### config.mk
export PLATFORM = sky130hd
export DESIGN_NAME = scl_step_calc
export DESIGN_NICKNAME = d
export VERILOG_FILES = /design/src/rtl/scl_pkg.sv /design/src/rtl/scl_limit_check.sv /design/src/rtl/scl_prescale.sv /design/src/rtl/scl_step_divider.sv /design/src/rtl/scl_step_calc.sv
export SDC_FILE = /design/constraint.sdc
export NUM_CORES = 1
export LEC_CHECK = 0
export BUFFER_PORTS_ARGS = -buffer_cell sky130_fd_sc_hd__buf_2
export CAP_MARGIN = 15
export CORE_ASPECT_RATIO = 0.75
export CORE_MARGIN = 2
export CORE_UTILIZATION = 35
export DETAILED_ROUTE_END_ITERATION = 8
export GPL_TIMING_DRIVEN = 0
export PLACE_DENSITY_LB_ADDON = 0.3
export SYNTH_ARGS = -nofsm -noshare
export SYNTH_HDL_FRONTEND = slang
export SYNTH_SLANG_ARGS = --single-unit
### constraint.sdc
create_clock -name clk -period 2.9 [get_ports clk]
set_clock_uncertainty 0.2 [all_clocks]
set_input_delay 0.87 -clock clk [delete_from_list [all_inputs] [get_ports clk]]
set_output_delay 0.87 -clock clk [all_outputs]
set_load 0.1 [all_outputs]
### src/rtl/scl_pkg.sv
package scl_pkg;
    typedef enum logic [0:0] {
        ST_IDLE = 1'b0,
        ST_DIV  = 1'b1
    } scl_state_e;
endpackage

### src/rtl/scl_limit_check.sv
module scl_limit_check #(
    parameter int IN_W      = 13,
    parameter int OUT_W     = 11,
    parameter int IN_LIMIT  = 4096,
    parameter int OUT_LIMIT = 1024,
    parameter int RATIO_SH  = 2
) (
    input  logic [IN_W-1:0]  src_len,
    input  logic [OUT_W-1:0] dst_len,
    output logic             bad
);
    localparam int CMP_W = ((IN_W > OUT_W + RATIO_SH) ? IN_W : OUT_W + RATIO_SH) + 1;

    logic [CMP_W-1:0] src_x;
    logic [CMP_W-1:0] dst_x;
    logic [CMP_W-1:0] dst_scaled;

    always_comb begin
        src_x      = CMP_W'(src_len);
        dst_x      = CMP_W'(dst_len);
        dst_scaled = dst_x << RATIO_SH;
        bad = (src_x == '0)
           || (src_x > CMP_W'(IN_LIMIT))
           || (dst_x < CMP_W'(2))
           || (dst_x > CMP_W'(OUT_LIMIT))
           || (dst_scaled < src_x);
    end
endmodule

### src/rtl/scl_prescale.sv
module scl_prescale #(
    parameter int IN_W      = 13,
    parameter int OUT_W     = 11,
    parameter int OUT_LIMIT = 1024,
    parameter int HALVE_MAX = 2,
    parameter int CODE_W    = 2
) (
    input  logic [IN_W-1:0]   src_len,
    input  logic [OUT_W-1:0]  dst_len,
    output logic [IN_W-1:0]   len_half,
    output logic [CODE_W-1:0] code
);
    localparam int CMP_W = ((IN_W > OUT_W + 1) ? IN_W : OUT_W + 1) + 1;

    logic [CMP_W-1:0] work;
    logic [CMP_W-1:0] twice_dst;

    always_comb begin
        work      = CMP_W'(src_len);
        twice_dst = CMP_W'(dst_len) << 1;
        code      = '0;
        for (int i = 0; i < HALVE_MAX; i++) begin
            if ((work > CMP_W'(OUT_LIMIT)) || (work >= twice_dst)) begin
                work = work >> 1;
                code = code + CODE_W'(1);
            end
        end
        len_half = work[IN_W-1:0];
    end
endmodule

### src/rtl/scl_step_divider.sv
module scl_step_divider #(
    parameter int DVD_W = 26,
    parameter int DVS_W = 11
) (
    input  logic             clk,
    input  logic             rst_n,
    input  logic             launch,
    input  logic [DVD_W-1:0] dividend,
    input  logic [DVS_W-1:0] divisor,
    output logic             running,
    output logic             finished,
    output logic [DVD_W-1:0] quotient
);
    localparam int CNT_W = $clog2(DVD_W);

    typedef struct packed {
        logic             run;
        logic             fin;
        logic [CNT_W-1:0] cnt;
        logic [DVS_W-1:0] dvs;
        logic [DVS_W-1:0] rem;
        logic [DVD_W-1:0] quo;
    } div_reg_t;

    div_reg_t         r_q, r_d;
    logic [DVS_W:0]   trial;

    always_comb begin
        r_d     = r_q;
        r_d.fin = 1'b0;
        trial   = '0;
        if (!r_q.run) begin
            if (launch) begin
                r_d.run = 1'b1;
                r_d.cnt = '0;
                r_d.dvs = divisor;
                r_d.rem = '0;
                r_d.quo = dividend;
            end
        end else begin
            trial = {r_q.rem, r_q.quo[DVD_W-1]};
            if (trial >= {1'b0, r_q.dvs}) begin
                trial   = trial - {1'b0, r_q.dvs};
                r_d.quo = {r_q.quo[DVD_W-2:0], 1'b1};
            end else begin
                r_d.quo = {r_q.quo[DVD_W-2:0], 1'b0};
            end
            r_d.rem = trial[DVS_W-1:0];
            r_d.cnt = r_q.cnt + CNT_W'(1);
            if (r_q.cnt == CNT_W'(DVD_W - 1)) begin
                r_d.run = 1'b0;
                r_d.fin = 1'b1;
            end
        end
    end

    always_ff @(posedge clk or negedge rst_n) begin
        if (!rst_n) begin
            r_q <= '0;
        end else begin
            r_q <= r_d;
        end
    end

    assign running  = r_q.run;
    assign finished = r_q.fin;
    assign quotient = r_q.quo;
endmodule

### src/rtl/scl_step_calc.sv
module scl_step_calc #(
    parameter int IN_W      = 13,
    parameter int OUT_W     = 11,
    parameter int IN_LIMIT  = 4096,
    parameter int OUT_LIMIT = 1024,
    parameter int FRAC_W    = 13,
    parameter int STEP_W    = 14,
    parameter int HALVE_MAX = 2,
    parameter int CODE_W    = 2
) (
    input  logic                           clk,
    input  logic                           rst_n,
    input  logic                           start,
    input  logic                           axis,
    input  logic [IN_W-1:0]                src_len,
    input  logic [OUT_W-1:0]               dst_len,
    output logic                           busy,
    output logic                           done,
    output logic                           err,
    output logic                           warn,
    output logic [CODE_W-1:0]              dcode,
    output logic [STEP_W-1:0]              step,
    output logic [2*(CODE_W+STEP_W)-1:0]   ctrl_word
);
    import scl_pkg::*;

    localparam int FIELD_W = CODE_W + STEP_W;
    localparam int WORD_W  = 2 * FIELD_W;
    localparam int DVD_W   = IN_W + FRAC_W;

    typedef struct packed {
        scl_state_e          st;
        logic                ax;
        logic [CODE_W-1:0]   code_pend;
        logic [CODE_W-1:0]   code;
        logic [STEP_W-1:0]   stp;
        logic [WORD_W-1:0]   word;
        logic                dn;
        logic                er;
        logic                wr;
    } top_reg_t;

    top_reg_t           r_q, r_d;
    logic               bad;
    logic [IN_W-1:0]    len_half;
    logic [CODE_W-1:0]  code_now;
    logic [DVD_W-1:0]   dividend;
    logic [OUT_W-1:0]   divisor;
    logic               div_launch;
    logic               div_run;
    logic               div_fin;
    logic [DVD_W-1:0]   div_quo;
    logic [STEP_W-1:0]  step_sat;
    logic               over;

    scl_limit_check #(
        .IN_W(IN_W), .OUT_W(OUT_W), .IN_LIMIT(IN_LIMIT),
        .OUT_LIMIT(OUT_LIMIT), .RATIO_SH(2)
    ) i_limit (
        .src_len(src_len), .dst_len(dst_len), .bad(bad)
    );

    scl_prescale #(
        .IN_W(IN_W), .OUT_W(OUT_W), .OUT_LIMIT(OUT_LIMIT),
        .HALVE_MAX(HALVE_MAX), .CODE_W(CODE_W)
    ) i_prescale (
        .src_len(src_len), .dst_len(dst_len),
        .len_half(len_half), .code(code_now)
    );

    assign dividend   = {len_half - IN_W'(1), {FRAC_W{1'b0}}};
    assign divisor    = dst_len - OUT_W'(1);
    assign div_launch = start && (r_q.st == ST_IDLE) && !bad;

    scl_step_divider #(
        .DVD_W(DVD_W), .DVS_W(OUT_W)
    ) i_div (
        .clk(clk), .rst_n(rst_n), .launch(div_launch),
        .dividend(dividend), .divisor(divisor),
        .running(div_run), .finished(div_fin), .quotient(div_quo)
    );

    assign over     = |div_quo[DVD_W-1:STEP_W];
    assign step_sat = over ? {STEP_W{1'b1}} : div_quo[STEP_W-1:0];

    always_comb begin
        r_d    = r_q;
        r_d.dn = 1'b0;
        r_d.er = 1'b0;
        r_d.wr = 1'b0;
        unique case (r_q.st)
            ST_IDLE: begin
                if (start) begin
                    if (bad) begin
                        r_d.dn = 1'b1;
                        r_d.er = 1'b1;
                    end else begin
                        r_d.st        = ST_DIV;
                        r_d.ax        = axis;
                        r_d.code_pend = code_now;
                    end
                end
            end
            ST_DIV: begin
                if (div_fin) begin
                    r_d.st   = ST_IDLE;
                    r_d.dn   = 1'b1;
                    r_d.wr   = over;
                    r_d.code = r_q.code_pend;
                    r_d.stp  = step_sat;
                    if (r_q.ax) begin
                        r_d.word[WORD_W-1:FIELD_W] = {r_q.code_pend, step_sat};
                    end else begin
                        r_d.word[FIELD_W-1:0] = {r_q.code_pend, step_sat};
                    end
                end
            end
            default: r_d.st = ST_IDLE;
        endcase
    end

    always_ff @(posedge clk or negedge rst_n) begin
        if (!rst_n) begin
            r_q <= '0;
        end else begin
            r_q <= r_d;
        end
    end

    assign busy      = (r_q.st == ST_DIV) && (div_run || div_fin);
    assign done      = r_q.dn;
    assign err       = r_q.er;
    assign warn      = r_q.wr;
    assign dcode     = r_q.code;
    assign step      = r_q.stp;
    assign ctrl_word = r_q.word;
endmodule

==> flow_summary.ini <==
[run_status]
outcome = finished, violations left
violations = setup timing

[floorplanning]
start_util_pct = 35.4
num_rows = 45
die_h_um = 127
die_w_um = 169
die-area_um2 = 21500
core_um2 = 20100
ioPinCount = 80

[clock_network]
ctsRootBufferMaster = clkbuf_16
cts_tree = done
path_clk_slew_ns = 0.07
cts_hold_buffers = 0
clock_path_buffers = 2
htree_levels = 3
cts_sinks = 110
cts_buffers = 9
clkLatencyLatePin_ns = 0.36

[yosys]
synth.avg_cell_area_um2 = 8.64
ys_seq_elements = 110
ys.flop_type = dfrtp_1
async_flop_share_pct = 100
synth-edff-count = 0
syn_nets = 899
ys_warn_count = 0
yosys.area.top_type_share_pct = 38.7
synthDistinctLibCells = 64
synth_area_leaders = dfrtp_1, ha_1, nand2_1
postSynthCellCount = 823
synth_area_um2 = 7110
yosysSeqAreaShare_pct = 38.7
yosys.area.top_type = dfrtp_1

[finish]
utilization_pct = 46.0
nets = 1035
postLayoutCellArea_um2 = 9250
area_growth_pct = 30.1
num_antenna_cells = 0
drive_gt1_share_pct = 32.0
nFillCells = 1962

[global_route]
grt_max_degree = 93
antenna_found_initial = 0
grt_usage_pct = 18.7
grt_pass1_vias = 5925
grt_overflow = 0
grt_pass1_wl_mm = 31.9

[sta]
fin_ws_ns = -2.89
rsz0062_at_grt = yes
period_needed_ns = 5.79
maxSlewHeadroom_pct = 48.9
timing.hold.ws_ns = 0.139
fmax_ghz = 0.173
setup_viol = 61
worst_slew_pin_slew_ns = 0.766
final_max_slew_viol_count = 0
period_share_pct = 200
hold_viol = 0

[placed_design]
port_buffers = 78
postPlaceCellArea_um2 = 8000
dp_hpwl_mm = 14.3
place.gp.congestion = 0.928

[power_and_ir_drop]
power.share.sequential_pct = 45.7
max-vdd-ir-drop_mv = 0.277
pwr-share-clk_pct = 39.2
comb_power_share_pct = 15.0
leakagePower_nw = 4.38
swShare_pct = 26.5
internal_power_w = 0.00246
pwr_density_cell_nw_per_um2 = 362
switchingPower_w = 0.000888

[worst_setup_path]
crit_fanout = 6
start_kind = input pin
crit_slowest_cell = a2111oi_4
end_kind = flop
worstPathArrival_ns = 5.83
max_stage_delay_ns = 0.46
worst_ep_required_time_ns = 2.94
criticalPathCategory = in2reg

[routing]
drcViolationCount = 0
dr_total_vias = 6354
ant_nets = 0
drt_iter0_markers = 405
wl_per_cell_um = 16.3
via_per_inst = 5.20
totalWireLength_mm = 19.9
firstDrtPassIters = 5

[job]
maxCapViolCount = 0

[worst_hold_path]
hp-class = in2async
==> cell families (layout without fill, tap and decap cells) <==
logic type	count (synthesis)	in the layout	synth area share [%]
AOI/OAI and AO/OA	199	199	16.6
xor gates and xnor gates	24	24	2.96
adders and majority gates	50	50	8.83
buffers and inverters	138	279	10.4
DFF	110	110	38.7
muxes	39	39	5.74
and+or+nand+nor	263	263	16.8
==> final cells by class <==
class	instances	area, µm²	share of cell area [%]
plain buffers	87	717	7.75
clock buffers	10	239	2.58
clock inverters	6	75.1	0.811
inverters	49	196	2.12
multi-input cells	575	4090	44.2
flip-flops and latches	110	2750	29.8
well taps	258	323	3.49
repair buffers	127	861	9.30
==> stage by stage <==
| step | std cells | setup TNS (ns) | setup slack (ns) | power [W] |
|---|---|---|---|---|
| 2_1_floorplan | 823 | -46.88 | -2.97 | 0.00178 |
| 3_3_place_gp | 1159 | -157.47 | -3.96 | 0.00191 |
| 3_5_place_dp | 1160 | -91.04 | -3.97 | 0.00192 |
| 4_1_cts | 1213 | -49.79 | -2.81 | 0.00333 |
| 5_1_grt | 1222 | -61.12 | -3.05 | 0.00349 |
| 6_report | 1222 | -52.76 | -2.89 | 0.00335 |
==> Yosys cell counts, types with 4 or more instances <==
library cell    n
nor3_1         14
nor2_1         39
a211oi_1        5
clkbuf_1       35
or3_1           5
a31oi_1         6
dfrtp_1       110
o211ai_1       10
nand2_1       146
o31ai_1         4
nand2b_1        4
nor2b_1         6
xor2_1          5
mux2i_1        25
buf_4          48
a21o_1          9
nor4_1         10
xnor2_1        19
inv_1          47
o21ai_1        10
ha_1           47
a21oi_1        25
o21ai_0       102
nand3_1        14
mux2_2         14
nand4_1         7
==> final timing paths <==
| path | from | to | slack, ns | cells after the start |
|---|---|---|---|---|
| worst min register to register | ctrl_word[0]$_DFFE_PN0P_ | ctrl_word[0]$_DFFE_PN0P_ | 0.28 | 2 |
| min in group clk | ctrl_word[0]$_DFFE_PN0P_ | ctrl_word[0]$_DFFE_PN0P_ | 0.28 | 2 |
| worst min-delay path | rst_n | ctrl_word[8]$_DFFE_PN0P_ | 0.14 | 1 |
| worst max-delay path | dst_len[1] | i_div.quotient[21]$_DFFE_PN0P_ | -2.89 | 33 |
| worst max register to register | i_div.quotient[25]$_DFFE_PN0P_ | i_div.r_q[34]$_DFFE_PN0P_ | -0.22 | 13 |
| max in group asynchronous | rst_n | i_div.r_q[37]$_DFFE_PN0P_ | 1.65 | 2 |
==> repair_timing <==
item	in CTS	in global routing
setup endpoints to repair	60	61
gates resized for setup	97	65
pin swaps	34	28
buffers inserted	38	11
cloned	1	0
==> power by group through the flow <==
stage | Sequential (W) | Combinational [W] | Clock (W)
after floorplan | 0.00156 | 0.000216 | 0
after global placement | 0.00156 | 0.000348 | 0
after detailed placement | 0.00156 | 0.000356 | 0
after CTS | 0.00153 | 0.000448 | 0.00135
after global routing | 0.00153 | 0.000548 | 0.00141
final | 0.00153 | 0.000504 | 0.00131
==> layer usage <==
layer	share of wire, %	up-vias	global-route usage [%]
met3	5.5	27	3.78
met5	0	-	0
met4	1.4	0	4.92
li1	-	3093	-
met2	43	160	26.7
met1	50	3074	28.5
==> critical path, delay by kind of cell <==
family          cells  cell delay [ns]
compound gates      9             1.61
simple gates        6             0.59
xor+xnor            1             0.13
buf+inv            10             1.15
mux                 3             0.48
fa+ha+maj           4             0.98
==> flip-flops by register name (all words and copies together) (netlist names) <==
| signal | cells |
|---|---|
| done | 1 |
| r_q | 4 |
| ctrl_word | 32 |
| warn | 1 |
| i_div.running | 1 |
| step | 14 |
| err | 1 |
| i_div.r_q | 27 |
| i_div.finished | 1 |
| dcode | 2 |
| i_div.quotient | 26 |
==> cell usage in the layout, fill, tap and decap left out, types with 10 or more instances in the layout <==
cell type / instances
mux2_2: 13
clkbuf_16: 14
a21oi_1: 21
mux2i_1: 19
o211ai_1: 10
o21ai_0: 63
buf_2: 70
nand2_1: 126
nor2_1: 35
ha_1: 42
o21ai_1: 43
dfrtp_1: 110
inv_1: 41
buf_4: 89
xnor2_1: 18
clkbuf_1: 22
nand3_1: 12
nor3_1: 11
buf_6: 15
nand2_2: 17
Power figures use the tool's default switching activity.
